**src/rtl/dif_bfly_pkg.sv**
```systemverilog
package dif_bfly_pkg;

  // Strobes passed from the control module to the datapath.
  typedef struct packed {
    logic load;   // capture new results
    logic clear;  // synchronous clear of result register
  } bflyStrobe_t;

endpackage

```
**src/rtl/dif_bfly_ctrl.sv**
```systemverilog
module dif_bfly_ctrl
  import dif_bfly_pkg::*;
#(
  parameter bit REG_OUT = 1'b1
) (
  input  logic        clk,
  input  logic        rst,
  input  logic        inValid,
  output bflyStrobe_t strobe,
  output logic        outValid
);

  always_comb begin
    strobe.load  = inValid;
    strobe.clear = rst;
  end

  generate
    if (REG_OUT) begin : g_reg
      logic validQ;
      always_ff @(posedge clk) begin
        if (rst) validQ <= 1'b0;
        else     validQ <= inValid;
      end
      assign outValid = validQ;
    end else begin : g_comb
      assign outValid = inValid;
    end
  endgenerate

endmodule

```
**src/rtl/dif_bfly_cmul.sv**
```systemverilog
// Complex product of a difference with a Q1.8 twiddle, scaled back by SHIFT.
module dif_bfly_cmul #(
  parameter int DW    = 9,
  parameter int TW_W  = 9,
  parameter int SHIFT = 8,
  parameter int OW    = 11
) (
  input  logic signed [DW-1:0]   dRe,
  input  logic signed [DW-1:0]   dIm,
  input  logic signed [TW_W-1:0] wRe,
  input  logic signed [TW_W-1:0] wIm,
  output logic signed [OW-1:0]   pRe,
  output logic signed [OW-1:0]   pIm
);

  localparam int PROD_W = DW + TW_W;
  localparam int ACC_W  = PROD_W + 1;

  logic signed [PROD_W-1:0] rr, ii, ri, ir;
  logic signed [ACC_W-1:0]  accRe, accIm;

  always_comb begin
    rr = PROD_W'(dRe) * PROD_W'(wRe);
    ii = PROD_W'(dIm) * PROD_W'(wIm);
    ri = PROD_W'(dRe) * PROD_W'(wIm);
    ir = PROD_W'(dIm) * PROD_W'(wRe);
    accRe = ACC_W'(rr) - ACC_W'(ii);
    accIm = ACC_W'(ri) + ACC_W'(ir);
    pRe = OW'(accRe >>> SHIFT);
    pIm = OW'(accIm >>> SHIFT);
  end

endmodule

```
**src/rtl/dif_bfly_datapath.sv**
```systemverilog
module dif_bfly_datapath
  import dif_bfly_pkg::*;
#(
  parameter int N       = 8,
  parameter int M       = 11,
  parameter int TW_W    = 9,
  parameter int SHIFT   = 8,
  parameter bit REG_OUT = 1'b1
) (
  input  logic                   clk,
  input  bflyStrobe_t            strobe,
  input  logic signed [N-1:0]    aRe,
  input  logic signed [N-1:0]    aIm,
  input  logic signed [N-1:0]    bRe,
  input  logic signed [N-1:0]    bIm,
  input  logic signed [TW_W-1:0] wRe,
  input  logic signed [TW_W-1:0] wIm,
  output logic signed [M-1:0]    xRe,
  output logic signed [M-1:0]    xIm,
  output logic signed [M-1:0]    yRe,
  output logic signed [M-1:0]    yIm
);

  localparam int SUM_W = N + 1;

  logic signed [SUM_W-1:0] sumRe, sumIm, difRe, difIm;
  logic signed [M-1:0]     xReC, xImC, yReC, yImC;

  always_comb begin
    sumRe = SUM_W'(aRe) + SUM_W'(bRe);
    sumIm = SUM_W'(aIm) + SUM_W'(bIm);
    difRe = SUM_W'(aRe) - SUM_W'(bRe);
    difIm = SUM_W'(aIm) - SUM_W'(bIm);
    xReC  = M'(sumRe);
    xImC  = M'(sumIm);
  end

  dif_bfly_cmul #(
    .DW(SUM_W), .TW_W(TW_W), .SHIFT(SHIFT), .OW(M)
  ) u_cmul (
    .dRe(difRe), .dIm(difIm), .wRe(wRe), .wIm(wIm),
    .pRe(yReC), .pIm(yImC)
  );

  generate
    if (REG_OUT) begin : g_reg
      always_ff @(posedge clk) begin
        if (strobe.clear) begin
          xRe <= '0; xIm <= '0; yRe <= '0; yIm <= '0;
        end else if (strobe.load) begin
          xRe <= xReC; xIm <= xImC; yRe <= yReC; yIm <= yImC;
        end
      end
    end else begin : g_comb
      assign xRe = xReC;
      assign xIm = xImC;
      assign yRe = yReC;
      assign yIm = yImC;
    end
  endgenerate

endmodule

```
**src/rtl/dif_bfly.sv**
```systemverilog
module dif_bfly
  import dif_bfly_pkg::*;
#(
  parameter int N       = 8,
  parameter int M       = 11,
  parameter int TW_W    = 9,
  parameter int SHIFT   = 8,
  parameter bit REG_OUT = 1'b1
) (
  input  logic                   clk,
  input  logic                   rst,
  input  logic                   inValid,
  input  logic signed [N-1:0]    aRe,
  input  logic signed [N-1:0]    aIm,
  input  logic signed [N-1:0]    bRe,
  input  logic signed [N-1:0]    bIm,
  input  logic signed [TW_W-1:0] wRe,
  input  logic signed [TW_W-1:0] wIm,
  output logic                   outValid,
  output logic signed [M-1:0]    xRe,
  output logic signed [M-1:0]    xIm,
  output logic signed [M-1:0]    yRe,
  output logic signed [M-1:0]    yIm
);

  bflyStrobe_t strobe;

  dif_bfly_ctrl #(.REG_OUT(REG_OUT)) u_ctrl (
    .clk(clk), .rst(rst), .inValid(inValid),
    .strobe(strobe), .outValid(outValid)
  );

  dif_bfly_datapath #(
    .N(N), .M(M), .TW_W(TW_W), .SHIFT(SHIFT), .REG_OUT(REG_OUT)
  ) u_dp (
    .clk(clk), .strobe(strobe),
    .aRe(aRe), .aIm(aIm), .bRe(bRe), .bIm(bIm),
    .wRe(wRe), .wIm(wIm),
    .xRe(xRe), .xIm(xIm), .yRe(yRe), .yIm(yIm)
  );

endmodule

```
**config.mk**
```make
export PLATFORM = sky130hd
export DESIGN_NAME = dif_bfly
export DESIGN_NICKNAME = d
export VERILOG_FILES = /design/src/rtl/dif_bfly_pkg.sv /design/src/rtl/dif_bfly_ctrl.sv /design/src/rtl/dif_bfly_cmul.sv /design/src/rtl/dif_bfly_datapath.sv /design/src/rtl/dif_bfly.sv
export SDC_FILE = /design/constraint.sdc
export NUM_CORES = 1
export LEC_CHECK = 0
export BUFFER_PORTS_ARGS = -buffer_cell sky130_fd_sc_hd__buf_4
export CAP_MARGIN = 20
export CORE_UTILIZATION = 60
export CTS_CLUSTER_SIZE = 24
export DETAILED_ROUTE_END_ITERATION = 8
export PLACE_DENSITY = 0.79
export SYNTH_ARGS = -nofsm -noshare
export SYNTH_HDL_FRONTEND = slang
export SYNTH_SLANG_ARGS = --single-unit
```
**constraint.sdc**
```tcl
create_clock -name clk -period 17.13 [get_ports clk]
set_input_delay 3.426 -clock clk [delete_from_list [all_inputs] [get_ports clk]]
set_output_delay 3.426 -clock clk [all_outputs]
set_load 0.005 [all_outputs]
```
# Yosys cells after proc, flatten, opt, wreduce, memory -nomap -nowiden
# Cells that the tools add are included.
# totals
reg_bits	41
input_bits	53
output_inout_bits	45
# classes
mul	4
addsub	6
# op_table
cell	n
multiplier 9 x 9 -> 18 bit	4
adder 18 x 18 -> 19 bit	1
subtractor 18 x 18 -> 19 bit	1
adder 8 x 8 -> 9 bit	2
subtractor 8 x 8 -> 9 bit	2

# Logic depth before layout (Yosys ltp)
# Gate-level depths: netlist of run 1.
# logic_depth
depth_word	3
mapped_depth	32
depth_no_buf	31

# By module
# Synthesis of run 1 repeated with hierarchy kept, for this count alone.
# unflattened
hier_cells	1702
hier_area_um2	15906.5
# modules_own_cells
mod	cells_per_inst	area_per_inst_um2	seq_area_each_um2	instances
dif_bfly_cmul	1362	13017.5	0.0	1
dif_bfly_datapath	336	2840.2	800.8	1
dif_bfly_ctrl	4	48.8	20.0	1

# Worst setup path before layout of run 1
# OpenSTA, ideal clock, no wires.
# synth_timing
kind	input to register
from	in bIm[1]
to	reg u_dp.yIm[10]
stages	30
setup_ps	103
required_ps	17027
setup_slack_ps	6515
arrival_time_ps	10512
cell_sequence	inv_1 > ha_1 > nor2b_1 > o21ai_0 > a21oi_1 > o21ai_0 > a21oi_1 > o21a_1 > o21ai_1 > clkbuf_1 > nand3_1 > fa_1 > inv_1 > fa_1 > inv_1 > fa_1 > inv_1 > fa_1 > fa_1 > fa_1 > ha_1 > ha_1 > or4_1 > a21o_1 > nand4_1 > nand3_1 > nand3_1 > a311oi_1 > o21a_1 > a2111oi_2
# synth_between
elab_chain_len	3
# synth_lines
item	line_no	source
start: declaration	dif_bfly.sv:16	input logic signed [N-1:0] bIm,
subtractor 8 x 8 -> 9 bit	dif_bfly_datapath.sv:33	difIm = SUM_W'(aIm) - SUM_W'(bIm);
multiplier 9 x 9 -> 18 bit	dif_bfly_cmul.sv:26	ir = PROD_W'(dIm) * PROD_W'(wRe);
adder 18 x 18 -> 19 bit	dif_bfly_cmul.sv:28	accIm = ACC_W'(ri) + ACC_W'(ir);
end signal: assignment	dif_bfly_datapath.sv:51	xRe <= xReC; xIm <= xImC; yRe <= yReC; yIm <= yImC;
end: declaration	dif_bfly_datapath.sv:21	output logic signed [M-1:0] yIm
# Every way passes these cells.
# A chain may end at the register's enable or synchronous reset.

# Worst setup path in the final report of run 1
# layout_timing
from	in aRe[0]
to	reg u_dp.yIm[10]
# layout_between
elab_chain_len	3
# layout_lines
item	line_no	source
start: declaration	dif_bfly.sv:13	input logic signed [N-1:0] aRe,
subtractor 8 x 8 -> 9 bit	dif_bfly_datapath.sv:32	difRe = SUM_W'(aRe) - SUM_W'(bRe);
multiplier 9 x 9 -> 18 bit	dif_bfly_cmul.sv:25	ri = PROD_W'(dRe) * PROD_W'(wIm);
adder 18 x 18 -> 19 bit	dif_bfly_cmul.sv:28	
# Every way passes these cells.

==> results of run 1 <==
## logic make-up (layout without fill, tap and decap cells)
group	count (synthesis)	count (layout)	synth area share (%)
AO/OA/AOI/OAI	146	146	6.16
XOR/XNOR	73	73	4.07
adder cells (fa/ha/maj)	532	532	57.3
buffers and inverters	470	517	11.2
flip-flops	41	41	5.12
multiplexers	8	8	0.515
AND/OR/NAND/NOR	478	478	15.7
## worst paths after layout
kind | cells after the start | endpoint | from
max | 30 | u_dp.yIm[10] | aRe[0]
min reg2reg | 2 | u_dp.yIm[7] | u_dp.yIm[7]
min | 2 | u_dp.yIm[7] | u_dp.yIm[7]
max reg2reg | 3 | u_dp.yRe[10] | u_dp.yRe[10]
## per-stage QoR
stage          std cells  util (%)  hold WS (ps)  worst slack (ps)  instance area (um2)
6_report            2130      65.7           482              6070                17200
5_1_grt             2130      65.7           501              5560                17200
4_1_cts             2130      65.7           479              6120                17200
3_5_place_dp        2122      65.0           468              5850                17000
3_3_place_gp        2122      65.0           455              6050                17000
2_1_floorplan       1748         -           458              6520                16000
## flip-flops by register name, indices dropped and copies added (netlist names)
register and flops:
u_dp.xRe 9, u_ctrl.outValid 1, u_dp.yIm 11, u_dp.xIm 9, u_dp.yRe 11
## cell usage in the layout (no fill, tap or decap), types with 9 or more instances in the layout
| cell type | instances |
|---|---|
| fa_1 | 337 |
| xor2_1 | 23 |
| o21ai_0 | 25 |
| nor3b_1 | 15 |
| and3_1 | 15 |
| nand3_1 | 17 |
| dfxtp_1 | 41 |
| nor3_1 | 11 |
| nand2_1 | 129 |
| nor2b_1 | 30 |
| or3_1 | 9 |
| nand2b_1 | 18 |
| xnor2_1 | 48 |
| buf_4 | 108 |
| ha_1 | 195 |
| inv_1 | 400 |
| and2_1 | 127 |
| a21oi_1 | 42 |
| nor2_1 | 74 |
| a211oi_1 | 12 |
| a311oi_1 | 9 |
## cell type report
type / instances / area [um2]
Clock buffer: 5 / 125
Clock inverter: 3 / 46.3
Fill cell: 2145 / 8970
Inverter: 401 / 1510
Multi-Input combinational cell: 1237 / 13400
Sequential cell: 41 / 821
Tap cell: 335 / 419
Timing Repair Buffer: 108 / 811
## routing by layer
metal,vias up,part of all wire [%]
met5,-,0
met4,0,4.1
met1,6052,40
li1,5400,-
met3,95,7.4
met2,439,49
## worst min-delay path: cells and delay by family (launching register included)
kind | cells | cell delay, ps
AOI/OAI and AO/OA | 1 | 50
DFF | 1 | 320
and+or+nand+nor | 1 | 60
==> run summary, run 1 <==
Area leader, netlist = fa_1
Yosys top cell area share = 42.1%
RSZ-0062 raised after global routing = no
Worst slew pin tran = 1110 ps
Gr ovfl total = 0
Gr busiest metal = met2
HP Class = flop to flop
Pins Over Slew Limit = 0
Async set-or-reset flop fraction in the synthesized netlist = 0%
Average vias per placed instance = 5.63
First-pass GRT wire length = 64.7 mm
Slowest CP cell = fa_1
Crit Path Max Fanout = 24
Initial antenna violation count = 0
HPWL after DPL = 31.1 mm
Worst-Skew Late Latency = 290 ps
Met1 Use GR = 40.7%
Setup Buffers After CTS = 0
Row count = 59
Port Buffers = 97
Slew HR = 25.8%
Fin crit share = 64.6%
Met3 Usage GRT = 4.25%
Most frequent cells after synthesis = inv_1 (400), fa_1 (337), ha_1 (195)
DRC Markers = 6
Status = complete, but fails checks
Final setup fails = 0
Worst EP arrival = 11,250 ps
I/O pin cnt = 98
Routability Congestion = 0.904
Total GRT Usage = 31.2%
Netlist Area Pre-Place = 16,000 um2
F_max = 90.4 MHz
Mean Syn Cell Area = 9.17 um2
Root buffer cell = clkbuf_16
Crit start category = input pin
Buf/Inv on CP = 5
Most frequent cell after synthesis = inv_1
Layout cells sized above 1 = 7.86%
Crit path max-delay family = adder cells
CTS Buf Count = 5
Hold buffer count at cts = 0
Antenna diode count = 0
Die width = 165 um
Die Area = 27,400 um2
Setup_tns = 0 ps
Reg2Reg Setup Slack = 16,230 ps
CTS Buffer Depth = 2
Max_cap viols = 0
Initial cell density of the core = 61.4%
Slowest cell delay on critical path = 550 ps
Final Skew = 0 ps
Critical path class = input pin to flop
Area Growth Syn to Fin = 7.03%
Final nets = 2,379
Total number of vias = 12,000
Clk pin slew, worst setup/hold paths = 70 ps
Drt pass-1 iters = 7
Worst setup EP type = flop
Post-Route WL = 39.8 mm
H-tree depth = 2
CTS Sinks = 41
Worst path required time = 17,320 ps
Largest net degree at the start of global routing = 56
Yosys warns = 0
Wire length per cell = 18.7 um
Gate count of the mapped netlist = 1,748
Number of global-route vias before repair = 12,700
Final Hold Fails = 0
DRT iter0 DRCs = 717
Syn nets = 2,333
Post-CTS Resized = 0
EDFF count, synth = 0
Cell mode on critical path = fa_1
Failing checks = design-rule violations
Yosys cell types = 72
Synth Flop Type = dfxtp_1
#FFs+latches synth = 41
CTS tree = done
Post-synthesis sequential area ratio = 5.12%
Met2 global-route usage = 52.9%
Core Box Area = 26,100 um2
Fin crit period = 11,060 ps
Routed Antenna Nets = 0
Top cells by area in the synthesized netlist = fa_1 (42%), ha_1 (15%), inv_1 (9.4%)
Die Span Y = 165 um
Power of run 1 is not shown: default switching activity piles up to over one toggle a cycle in this logic, so the estimate is an artifact.
==> run 2: changes to the inputs <==
- ABC_AREA: default -> 1
- CORE_UTILIZATION: 60 -> 59
- PLACE_DENSITY: 0.79 -> 0.81
- clock period: 17.13 -> 9.9 ns (I/O delays scaled with it)
==> run summary, run 2 <==
Async set-or-reset flop fraction in the synthesized netlist = 0%
Routability Congestion = 0.955
Critical path class = input pin to flop
Largest net degree at the start of global routing = 62
Setup_tns = 0 ps
Gr ovfl total = 0
Post-Route WL = 41.8 mm
I/O pin cnt = 98
Filler cell count = 2,275
Fin crit period = 9530 ps
CTS Sinks = 41
CTS tree = done
Routed Antenna Nets = 0
CTS Buffer Depth = 2
DRC Markers = 2
Yosys cell types = 51
Post-synthesis sequential area ratio = 5.09%
Top cells by area in the synthesized netlist = fa_1 (42%), ha_1 (15%), inv_1 (12%)
HPWL after DPL = 34.6 mm
Netlist Area Pre-Place = 16,100 um2
Root buffer cell = clkbuf_16
H-tree depth = 2
Drt pass-1 iters = 8
Crit start category = input pin
Failing checks = design-rule violations
Max_cap viols = 0
Total number of vias = 12,900
Port Buffers = 97
EDFF count, synth = 0
Mean Syn Cell Area = 8.30 um2
DRT iter0 DRCs = 1,171
Crit Path Max Fanout = 11
Die width = 167 um
Hold buffer count at cts = 0
Initial antenna violation count = 0
Most common cell after layout, fill and taps aside = inv_1
Pins Over Slew Limit = 0
Initial cell density of the core = 60.0%
Worst path required time = 10,110 ps
Final Skew = 0 ps
Row count = 60
Yosys top cell area share = 41.8%
CTS Buf Count = 5
Die Area = 28,000 um2
Number of global-route vias before repair = 13,400
Wire length per cell = 17.9 um
Yosys warns = 0
Setup Buffers After CTS = 0
Biggest regs = u_dp.yIm (11), u_dp.yRe (11)
Core Box Area = 26,900 um2
Slowest cell delay on critical path = 550 ps
Final setup fails = 0
RSZ-0062 raised after global routing = no
Most frequent cells after synthesis = inv_1 (505), fa_1 (337), nor2_1 (248)
Area leader, netlist = fa_1
F_max = 105 MHz
Syn nets = 2,528
Slew HR = 42.6%
Post-CTS Resized = 0
Worst setup EP type = flop
First-pass GRT wire length = 68.4 mm
Status = complete, but fails checks
Worst-Skew Late Latency = 310 ps
Gate count of the mapped netlist = 1,943
Slowest CP cell = fa_1
Worst slew pin tran = 860 ps
Cell mode on critical path = nand2_1
Most frequent cells in the layout = inv_1 (505), fa_1 (337), nor2_1 (248)
Clk pin slew, worst setup/hold paths = 70 ps
Die Span Y = 167 um
Final Hold Fails = 0
Most frequent cell after synthesis = inv_1
Synth Flop Type = dfxtp_1
#FFs+latches synth = 41
Final nets = 2,581
Worst EP arrival = 9740 ps
Average vias per placed instance = 5.52
HP Class = flop to flop
Antenna diode count = 0
Layout cells sized above 1 = 8.06%
Area Growth Syn to Fin = 6.96%
Total GRT Usage = 31.7%
Fin crit share = 96.2%
[run 2: cell types whose count changed in the layout (fill, tap and decap cells not counted), sizes merged, moves of 22 or more]
cell,delta
nand3,+27
inv,+110
and2,-127
xor2,+22
nor2b,-30
nand2,+118
xnor2,-26
nor2,+175
[run 2: kinds of logic after synthesis]
kind of cell | share of synthesized area, %
flops | 5.09
fa+ha+maj | 56.9
xor+xnor | 3.81
compound gates | 5.66
buf+inv | 13.8
simple gates | 14.7
[run 2: final cells by class]
type                       count  area [um2]  area share (%)
tap                          341         427            2.47
clock buffer                   5         125           0.725
multi-input combinational   1323       13100            75.8
sequential                    41         821            4.76
inverter                     513        1930            11.2
clock inverter                 3        25.0           0.145
timing repair buffer         112         841            4.87
[run 2: metal layers]
metal / vias to the layer above / global-route usage, % / wire, um
li1: 5819 / - / -
met1: 6310 / 42.0 / 16400
met2: 634 / 51.6 / 19400
met3: 135 / 6.62 / 4200
met4: 0 / 11.6 / 1770
met5: - / 0 / 0
[run 2: final timing paths]
kind | startpoint | to | slack (ps) | cells past startpoint
worst max register to register | u_dp.yRe[5] | u_dp.yRe[5] | 9080 | 4
worst min register to register | u_dp.yRe[2] | u_dp.yRe[2] | 480 | 2
worst max-delay path | aIm[2] | u_dp.yIm[6] | 370 | 36
worst min-delay path | u_dp.yRe[2] | u_dp.yRe[2] | 480 | 2
[run 2: critical path: cells and delay by family]
kind | cells | cell delay [ps]
AND/OR/NAND/NOR | 16 | 1960
buffers and inverters | 6 | 660
adder cells (fa/ha/maj) | 9 | 4190
AO/OA/AOI/OAI | 5 | 930
[run 2: per-stage QoR]
stage / hold slack, ps / worst slack [ps] / utilization (%) / cell area (um2) / std cells
2_1_floorplan: 472 / 1300 / - / 16100 / 1943
3_3_place_gp: 470 / 352 / 63.6 / 17100 / 2330
3_5_place_dp: 468 / 252 / 63.6 / 17100 / 2330
4_1_cts: 491 / 567 / 64.2 / 17300 / 2338
5_1_grt: 523 / 35.5 / 64.2 / 17300 / 2338
6_report: 483 / 375 / 64.2 / 17300 / 2338
Power of run 2 is left out for the same reason.
==> run 3: changes to the inputs <==
- PLACE_DENSITY: 0.81 -> default
- PLACE_DENSITY_LB_ADDON: default -> 0.05
==> run summary, run 3 (same netlist as run 2, synthesis figures left out) <==
HP Class = flop to flop
Setup_tns = 0 ps
Area Growth Syn to Fin = 6.89%
Total GRT Usage = 31.0%
Routed Antenna Nets = 0
Worst r2r path cells = 4
Final std cells w/o fill = 2,337
Critical path class = input pin to flop
Hold depth = 2
Biggest regs = u_dp.yIm (11), u_dp.yRe (11)
Critical Path Stages = 33
I/O pin cnt = 98
Fin crit share = 94.9%
Filler cell count = 2,484
CTS tree = done
Crit start category = input pin
Gr ovfl total = 0
Final Hold Fails = 0
Worst slew pin tran = 992 ps
Status = finished, final reports clean
Most common cell after layout, fill and taps aside = inv_1
CTS Sinks = 41
DRT iter0 DRCs = 860
RSZ-0062 raised after global routing = no
Placed cells = 2,329
Worst-Skew Late Latency = 320 ps
Initial antenna violation count = 1
Row count = 60
Cell mode on critical path = fa_1
Final nets = 2,580
Die width = 167 um
H-tree depth = 2
Average vias per placed instance = 5.29
Final setup fails = 0
Largest net degree at the start of global routing = 62
First-pass GRT wire length = 66.7 mm
Worst path required time = 10,120 ps
Post-Route WL = 40.7 mm
DRC Markers = 0
Slew HR = 33.8%
Hold buffer count at cts = 0
CTS Buffer Depth = 2
Antenna diode count = 0
F_max = 106 MHz
Wire length per cell = 17.4 um
Pins Over Slew Limit = 0
Worst setup EP type = flop
Worst EP arrival = 9610 ps
Crit Path Max Fanout = 10
Max_cap viols = 0
Layout cells sized above 1 = 8.02%
Die Area = 28,000 um2
Core Box Area = 26,900 um2
Post-CTS Resized = 0
Setup Buffers After CTS = 0
HPWL after DPL = 33.8 mm
Total number of vias = 12,400
Number of global-route vias before repair = 12,900
CTS Buf Count = 5
Clk pin slew, worst setup/hold paths = 100 ps
Initial cell density of the core = 60.0%
Slowest CP cell = fa_1
Die Span Y = 167 um
Buf/Inv on CP = 5
Root buffer cell = clkbuf_16
Fin crit period = 9390 ps
Port Buffers = 97
Crit path max-delay family = adder cells
Final Skew = 0 ps
Most frequent cells in the layout = inv_1 (505), fa_1 (337), nor2_1 (248)
Drt pass-1 iters = 5
Routability Congestion = 0.960
Final hold slack = 494 ps
Slowest cell delay on critical path = 560 ps
[run 3: changes by cell type in the layout (fill, tap and decap cells not counted)]
cell | previous run | this run
buf_4 | 112 | 111
clkinv_2 | 0 | 1
clkinv_4 | 1 | 0
[run 3: tightest hold or removal path, cell delays in order (launching register included)]
cell	delay (ps)
dfxtp_1	340
o211ai_1	80
inv_1	50
[run 3: through the flow]
stage	cell area, um2	util (%)	worst slack [ps]
final	17200	64.2	508
after global routing	17200	64.2	55.8
after CTS	17200	64.2	592
after detailed placement	17100	63.6	268
after global placement	17100	63.6	299
after floorplan	16100	-	1300
[run 3: final cells by class]
cell class                      instances  area (um2)  area share (%)
Multi-Input combinational cell       1323       13100            75.9
Sequential cell                        41         821            4.76
Clock inverter                          3        21.3           0.123
Inverter                              513        1930            11.2
Clock buffer                            5         125           0.726
Timing Repair Buffer                  111         833            4.83
Tap cell                              341         427            2.47
[run 3: routing by layer]
| metal | up-vias | track usage, % | share of wire, % |
|---|---|---|---|
| met5 | - | 0 | 0.022 |
| met4 | 2 | 8.02 | 2.5 |
| met3 | 58 | 5.39 | 9.0 |
| met2 | 480 | 49.9 | 46 |
| met1 | 6012 | 43.6 | 43 |
| li1 | 5812 | - | - |
[run 3: worst paths after layout]
kind	start	to	slack [ps]
max reg2reg	u_dp.yRe[5]	u_dp.yRe[5]	9090
max	aRe[2]	u_dp.yRe[7]	510
min reg2reg	u_dp.yRe[4]	u_dp.yRe[4]	490
min	u_dp.yRe[4]	u_dp.yRe[4]	490
Power of run 3 is left out for the same reason.
